--- config.mk ---
export PLATFORM = sky130hd
export DESIGN_NAME = serial_shifter
export DESIGN_NICKNAME = d
export VERILOG_FILES = /design/src/rtl/adc_port_pkg.sv /design/src/rtl/serial_shifter.sv
export SDC_FILE = /design/constraint.sdc
export NUM_CORES = 1
export LEC_CHECK = 0
export BUFFER_PORTS_ARGS = -buffer_cell sky130_fd_sc_hd__clkbuf_2
export CAP_MARGIN = 20
export CORE_UTILIZATION = 50
export DETAILED_ROUTE_END_ITERATION = 10
export HOLD_SLACK_MARGIN = 0.08
export MAX_ROUTING_LAYER = met4
export PLACE_DENSITY = 0.77
export SYNTH_ARGS = -nofsm -noshare
export SYNTH_HDL_FRONTEND = slang
export SYNTH_SLANG_ARGS = --single-unit
export TNS_END_PERCENT = 100
--- constraint.sdc ---
create_clock -name clk -period 1.4 [get_ports clk]
set_input_delay 0.21 -clock clk [delete_from_list [all_inputs] [get_ports clk]]
set_output_delay 0.21 -clock clk [all_outputs]
set_load 0.01 [all_outputs]
--- src/rtl/adc_port_pkg.sv ---
package adc_port_pkg;

  typedef enum logic [1:0] {
    PH_IDLE    = 2'd0,
    PH_CONVERT = 2'd1,
    PH_ACQUIRE = 2'd2,
    PH_READ    = 2'd3
  } phase_t;

  // Shift one position toward the MSB, filling with zero so the line idles low.
  function automatic logic [63:0] shift_in_zero(input logic [63:0] v);
    return {v[62:0], 1'b0};
  endfunction

  // Saturating increment used for the shift counter.
  function automatic int unsigned sat_inc(input int unsigned v, input int unsigned lim);
    return (v >= lim) ? lim : v + 1;
  endfunction

endpackage

--- src/rtl/serial_shifter.sv ---
module serial_shifter
  import adc_port_pkg::*;
#(
  parameter int DATA_W = 16,
  localparam int CW = $clog2(DATA_W + 1)
) (
  input  logic              clk,
  input  logic              rst_n,
  input  logic              load,
  input  logic [DATA_W-1:0] load_val,
  input  logic              shift,
  output logic              head_bit,
  output logic              next_bit,
  output logic [CW-1:0]     shifted
);
  logic [DATA_W-1:0] sreg;
  logic [63:0]       widened;
  logic [63:0]       moved;

  always_comb begin
    widened = '0;
    widened[DATA_W-1:0] = sreg;
    moved = shift_in_zero(widened);
  end

  always_ff @(posedge clk or negedge rst_n) begin
    if (!rst_n) begin
      sreg    <= '0;
      shifted <= '0;
    end else if (load) begin
      sreg    <= load_val;
      shifted <= '0;
    end else if (shift) begin
      sreg    <= moved[DATA_W-1:0];
      shifted <= CW'(sat_inc(int'(shifted), DATA_W));
    end
  end

  assign head_bit = sreg[DATA_W-1];
  assign next_bit = sreg[DATA_W-2];
endmodule

==> flow_summary.json, run 1 <==
{
  "fin_crit_sh": 0.878,
  "gr-usage-met1": 0.249,
  "yosysTopAreaCellShare": 0.534,
  "cp_data_arrival_time_ns": 1.40,
  "diodes": 0,
  "yosysTopAreaCell": "dfrtp_1",
  "finalSetupTns_ns": 0,
  "hold_viol": 0,
  "fp.dieW_um": 46.4,
  "min-delay-start": "load_val[5]",
  "min_period_ns": 1.23,
  "drtIter0Drc": 9,
  "clkLatencyLatePin_ns": 0.29,
  "p_per_area_nw_per_um2": 968,
  "async_flop_share": 1.00,
  "overflow": 0,
  "h-tree-depth": 1,
  "grt_pass1_vias": 681,
  "combinationalPowerShare": 0.155,
  "synth_edf_count": 0,
  "grt_start_max_net_pins": 23,
  "grt_use_met3": 0.0471,
  "clock_skew_ns": 0.0102,
  "drtAntennaViolNets": 0,
  "ir_drop_uv": 578,
  "clk_path_buf_depth": 2,
  "ys_types": 21,
  "end_kind": "register",
  "post-route-util": 0.661,
  "layout.nets": 148,
  "internal_power_mw": 0.847,
  "fp.dieH_um": 46.4,
  "path_max_fanout": 7,
  "n_fill_cell": 152,
  "drv_slew": 0,
  "grt-busiest-layer": "met2",
  "start_util": 0.552,
  "cap_violations": 0,
  "synthCells": 97,
  "place_inst": 145,
  "rsz0062_at_grt": "no",
  "synthesis.nets": 119,
  "cts_tree": "yes",
  "placed_area_um2": 1140,
  "power_frac_seq": 0.605,
  "netlist_area_um2": 983,
  "drc": 0,
  "yosysMostFrequentCell": "dfrtp_1",
  "worstHoldPathType": "in -> reg",
  "critPathLaunchType": "register",
  "cts.sinks": 21,
  "power.net_switching_mw": 0.294,
  "wirelength_um": 1710,
  "grt.total_usage": 0.199,
  "r2r_end": "shifted[2]",
  "power.leakage_nw": 0.602,
  "ys_seq_elements": 21,
  "row_count": 15,
  "grt_antenna_before_repair": 0,
  "rrSetupSlack_ns": 0.17,
  "cp_data_required_time_ns": 1.57,
  "finish.instance_area_um2": 1180,
  "tightestPinTransition_ns": 0.506,
  "netSwitchingFraction": 0.258,
  "port_buffers": 26,
  "crit_type": "reg -> reg",
  "setup_violations": 0,
  "vias": 738,
  "wl_per_cell_um": 11.4,
  "cts_root_buffer": "clkbuf_4",
  "drt-pass1-iter-count": 4,
  "slew_headroom": 0.662,
  "vias_per_cell": 4.92,
  "grt_pass1_wl_um": 2840,
  "synthToLayoutAreaGrowth_pct": 19.8,
  "drive_gt1_frac": 0.280,
  "synth_area_leaders": "dfrtp_1 (53%), mux2i_1 (15%), o21ai_1 (7.6%)",
  "dieArea_um2": 2150,
  "fmax_mhz": 813,
  "dp.final_hpwl_um": 1280,
  "clk_pin_slew_worst_paths_ns": 0.11,
  "outcome": "completed",
  "synth_commonest_cells": "dfrtp_1 (21), nand2_1 (18), mux2i_1 (15), o21ai_1 (15), a21oi_1 (4)",
  "ys.flop_type": "dfrtp_1",
  "use_met2": 0.314,
  "synth_seq_area_share": 0.534,
  "ff2ff_path_depth": 4,
  "num_io_pins": 27,
  "cts_inserted_buffers": 3,
  "holdPathEnd": "sreg[5]",
  "worstHoldPathCells": 3,
  "synth_warnings": 0,
  "reg2reg_from": "shifted[0]",
  "fin_cells": 150,
  "core_area_um2": 1780,
  "place.gp.congestion": 0.700,
  "p_clk_frac": 0.241,
  "avgSynthCellArea_um2": 10.1
}
-- critical path, cell delays in order, from the launching register on --
cell      delay (ns)
dfrtp_1         0.46
ha_1            0.25
and4bb_2        0.23
a21oi_1         0.11
nor2_1          0.05
-- routing by layer --
| layer | vias to the layer above | wire length, um |
|---|---|---|
| met5 | - | 0 |
| met2 | 14 | 801 |
| met4 | 0 | 12 |
| li1 | 394 | - |
| met3 | 2 | 47 |
| met1 | 328 | 845 |
-- registers in the layout, indices dropped and copies added (netlist names) --
name / count
sreg: 16
shifted: 5
-- final cells by class --
class	instances	area [um2]	area share
clock buffers	3	22.5	0.0191
clock inverters	1	5.00	0.00425
inverters	3	11.3	0.00955
multi-input cells	67	420	0.357
flip-flops and latches	21	526	0.446
well taps	25	31.3	0.0265
repair buffers	30	163	0.138
-- power groups by stage --
stage | clock network [mW] | registers, mW | logic (mW)
finish | 0.274 | 0.690 | 0.176
global placement | 0 | 0.699 | 0.171
CTS | 0.282 | 0.690 | 0.179
global route | 0.319 | 0.696 | 0.201
floorplan | 0 | 0.698 | 0.105
detailed placement | 0 | 0.702 | 0.177
-- timing repair --
action / in CTS / in global routing
hold endpoints to repair: 21 / 0
buffers inserted: 0 / 0
gates resized for setup: 0 / 0
hold buffers: 1 / 0
-- how the worst max path moves through the flow --
stage | startpoint | end | slack, ns | cells past startpoint
after floorplan | shifted[0] | shifted[2] | 0.23 | 4
after global placement | shifted[0] | shifted[2] | 0.25 | 4
after detailed placement | shifted[0] | shifted[2] | 0.20 | 4
after CTS | shifted[0] | shifted[2] | 0.18 | 4
after global routing | shifted[0] | shifted[2] | 0.09 | 4
final | shifted[0] | shifted[2] | 0.17 | 4
-- layout by cell type (no fill, tap or decap), drive strengths merged --
| cell | n |
|---|---|
| a21oi | 4 |
| a31oi | 1 |
| a41oi | 1 |
| and4bb | 1 |
| buf | 3 |
| clkbuf | 29 |
| clkinv | 1 |
| dfrtp | 21 |
| dlygate4sd3 | 1 |
| ha | 2 |
| inv | 3 |
| mux2i | 15 |
| nand2 | 18 |
| nand2b | 1 |
| nand3 | 1 |
| nand3b | 1 |
| nor2 | 2 |
| o21ai | 18 |
| or3 | 1 |
| or4 | 1 |
-- cell families after synthesis --
family | share of synthesized area
fa+ha+maj | 0.0254
simple gates | 0.122
flops | 0.534
compound gates | 0.127
mux | 0.153
buf+inv | 0.0382
-- stage by stage --
stage	setup WS [ns]	hold WS (ns)	total power, mW
floorplan	0.229	-0.0856	0.803
global placement	0.245	0.204	0.870
detailed placement	0.202	0.201	0.879
CTS	0.180	0.114	1.15
global route	0.0863	0.113	1.22
finish	0.171	0.118	1.14
(Power assumes the default switching activity.)
==> run 2: changes to the inputs <==
--- a/config.mk
+++ b/config.mk
@@ -7,11 +7,14 @@
 export LEC_CHECK = 0
 export BUFFER_PORTS_ARGS = -buffer_cell sky130_fd_sc_hd__clkbuf_2
 export CAP_MARGIN = 20
-export CORE_UTILIZATION = 50
+export CELL_PAD_IN_SITES_DETAIL_PLACEMENT = 1
+export CELL_PAD_IN_SITES_GLOBAL_PLACEMENT = 2
+export CORE_UTILIZATION = 30
 export DETAILED_ROUTE_END_ITERATION = 10
+export GPL_TIMING_DRIVEN = 0
 export HOLD_SLACK_MARGIN = 0.08
 export MAX_ROUTING_LAYER = met4
-export PLACE_DENSITY = 0.77
+export PLACE_DENSITY_LB_ADDON = 0.1
 export SYNTH_ARGS = -nofsm -noshare
 export SYNTH_HDL_FRONTEND = slang
 export SYNTH_SLANG_ARGS = --single-unit
==> run 2 against run 1 <==
Compared with the run above:
- sequential power hardly changed
- worst setup slack improved by 0.012 ns
- sequential share of layout area down 0.93 points
- via count grew 6.2%
- global-route usage decreased by 5.4 points
- hold slack got worse by 0.018 ns
- register-to-register slack hardly changed
- fmax increased by 1.0%
==> flow_summary.json, run 2 (synthesis results as in run 1) <==
{
  "cts_root_buffer": "clkbuf_4",
  "r2r_end": "shifted[2]",
  "min_period_ns": 1.22,
  "drv_slew": 0,
  "cp_data_arrival_time_ns": 1.41,
  "synthToLayoutAreaGrowth_pct": 22.4,
  "clock_skew_ns": 0.00559,
  "wirelength_um": 2110,
  "fmax_mhz": 822,
  "h-tree-depth": 1,
  "reg_top3": "sreg (16), shifted (5)",
  "fin_crit_sh": 0.869,
  "final_cell_mix": "clkbuf_2 (25), dfrtp_1 (21), nand2_1 (18)",
  "top_register": "sreg",
  "grt_pass1_wl_um": 3660,
  "holdPathEnd": "sreg[10]",
  "place.gp.congestion": 0.680,
  "hold_viol": 0,
  "slew_headroom": 0.647,
  "crit_type": "reg -> reg",
  "power.leakage_nw": 0.595,
  "cap_violations": 0,
  "ff2ff_path_depth": 4,
  "largest_reg_flops": 16,
  "grt.total_usage": 0.146,
  "fp.dieW_um": 59.3,
  "setup_violations": 0,
  "finalSetupTns_ns": 0,
  "critPathSlowestCell": "dfrtp_1",
  "drt-pass1-iter-count": 2,
  "port_buffers": 25,
  "drtAntennaViolNets": 0,
  "core_area_um2": 3080,
  "grt_antenna_before_repair": 0,
  "diodes": 0,
  "vias_per_cell": 4.58,
  "overflow": 0,
  "n_fill_cell": 374,
  "drc": 0,
  "dieArea_um2": 3510,
  "post-cts-setup-buffer-count": 0,
  "num_io_pins": 27,
  "layout.nets": 150,
  "p_total_mw": 1.17,
  "fin_cells": 171,
  "ir_drop_uv": 416,
  "grt_pass1_vias": 798,
  "cp_data_required_time_ns": 1.60,
  "final_common_cell": "clkbuf_2",
  "grt_start_max_net_pins": 22,
  "rsz0062_at_grt": "no",
  "clk_pin_slew_worst_paths_ns": 0.13,
  "setup_slack_ns": 0.183,
  "place_inst": 166,
  "row_count": 20,
  "cts_resized": 0,
  "drive_gt1_frac": 0.268,
  "critPathLaunchType": "register",
  "slowest_delay_ns": 0.47,
  "cts_tree": "yes",
  "worstHoldPathCells": 3,
  "clkLatencyLatePin_ns": 0.31,
  "cp_num_buf_inv": 0,
  "path_max_fanout": 7,
  "min-delay-start": "load_val[10]",
  "clk_path_buf_depth": 2,
  "reg2reg_from": "shifted[0]",
  "end_kind": "register",
  "cpLargestDelayFamily": "flip-flops",
  "p_per_area_nw_per_um2": 971,
  "cts_inserted_buffers": 3,
  "tightestPinTransition_ns": 0.530,
  "path_cells": "ha_1, and4bb_2, a21oi_1, nor2_1",
  "cts.sinks": 21,
  "vias": 784,
  "drtIter0Drc": 24,
  "start_util": 0.320,
  "worstHoldPathType": "in -> reg",
  "wl_per_cell_um": 12.4,
  "rrSetupSlack_ns": 0.18,
  "pre_cts_slack_ns": 0.188,
  "dp.final_hpwl_um": 1560,
  "outcome": "completed",
  "fp.dieH_um": 59.3
}
-- run 2: changes by cell type in the layout (fill, tap and decap cells not counted) --
cell and change:
clkinvlp_4 +1, clkinv_2 -1, buf_4 -3, clkbuf_2 -1
buf_2 +3, buf_1 +2, clkbuf_1 +1
-- run 2: area by class of cell --
| class | instances | area (um2) | share of cell area |
|---|---|---|---|
| Inverter | 3 | 11.3 | 0.00936 |
| Sequential cell | 21 | 526 | 0.437 |
| Clock buffer | 3 | 22.5 | 0.0187 |
| Tap cell | 44 | 55.1 | 0.0457 |
| Timing Repair Buffer | 26 | 135 | 0.112 |
| Clock inverter | 1 | 7.51 | 0.00624 |
| Multi-Input combinational cell | 67 | 420 | 0.349 |
| Buffer | 6 | 26.3 | 0.0218 |
-- run 2: how the worst max path moves through the flow --
stage	start	end	slack [ns]	depth (start not counted)
after CTS	shifted[0]	shifted[2]	0.17	4
after global routing	shifted[4]	shifted[3]	0.12	2
final	shifted[0]	shifted[2]	0.18	4
after global placement	shifted[0]	shifted[2]	0.20	4
after detailed placement	shifted[0]	shifted[2]	0.19	4
after floorplan	shifted[0]	shifted[2]	0.23	4
-- run 2: layer usage --
layer / global-route usage / up-vias / wire length, um
met3: 0.0197 / 2 / 63
met2: 0.213 / 15 / 975
met5: - / - / 0
met1: 0.197 / 374 / 1060
li1: - / 393 / -
met4: 0.0714 / 0 / 15
-- run 2: timing repair --
item	4_1_cts	5_1_grt
hold buffers	1	0
endpoints found under the hold margin	21	0
setup endpoints to repair	0	0
-- run 2: where the power goes --
group	switching [mW]	total, mW	internal [mW]	leakage, nW
registers	0.0337	0.690	0.657	0.264
clock network	0.193	0.302	0.109	0.0139
logic	0.0945	0.177	0.0822	0.317
total	0.321	1.17	0.848	0.595
-- run 2: per-stage QoR --
stage,instance area [um2],util,hold slack (ns)
detailed placement,1160,0.378,0.215
floorplan,983,-,-0.0856
finish,1200,0.391,0.100
global placement,1160,0.378,0.218
CTS,1200,0.391,0.0894
global route,1200,0.391,0.0893
-- run 2: worst reg2reg max path: cells and delay by family, from the launching register on --
kind	cells	cell delay (ns)
adders and majority gates	1	0.25
DFF	1	0.47
AOI/OAI and AO/OA	1	0.11
and+or+nand+nor	2	0.28
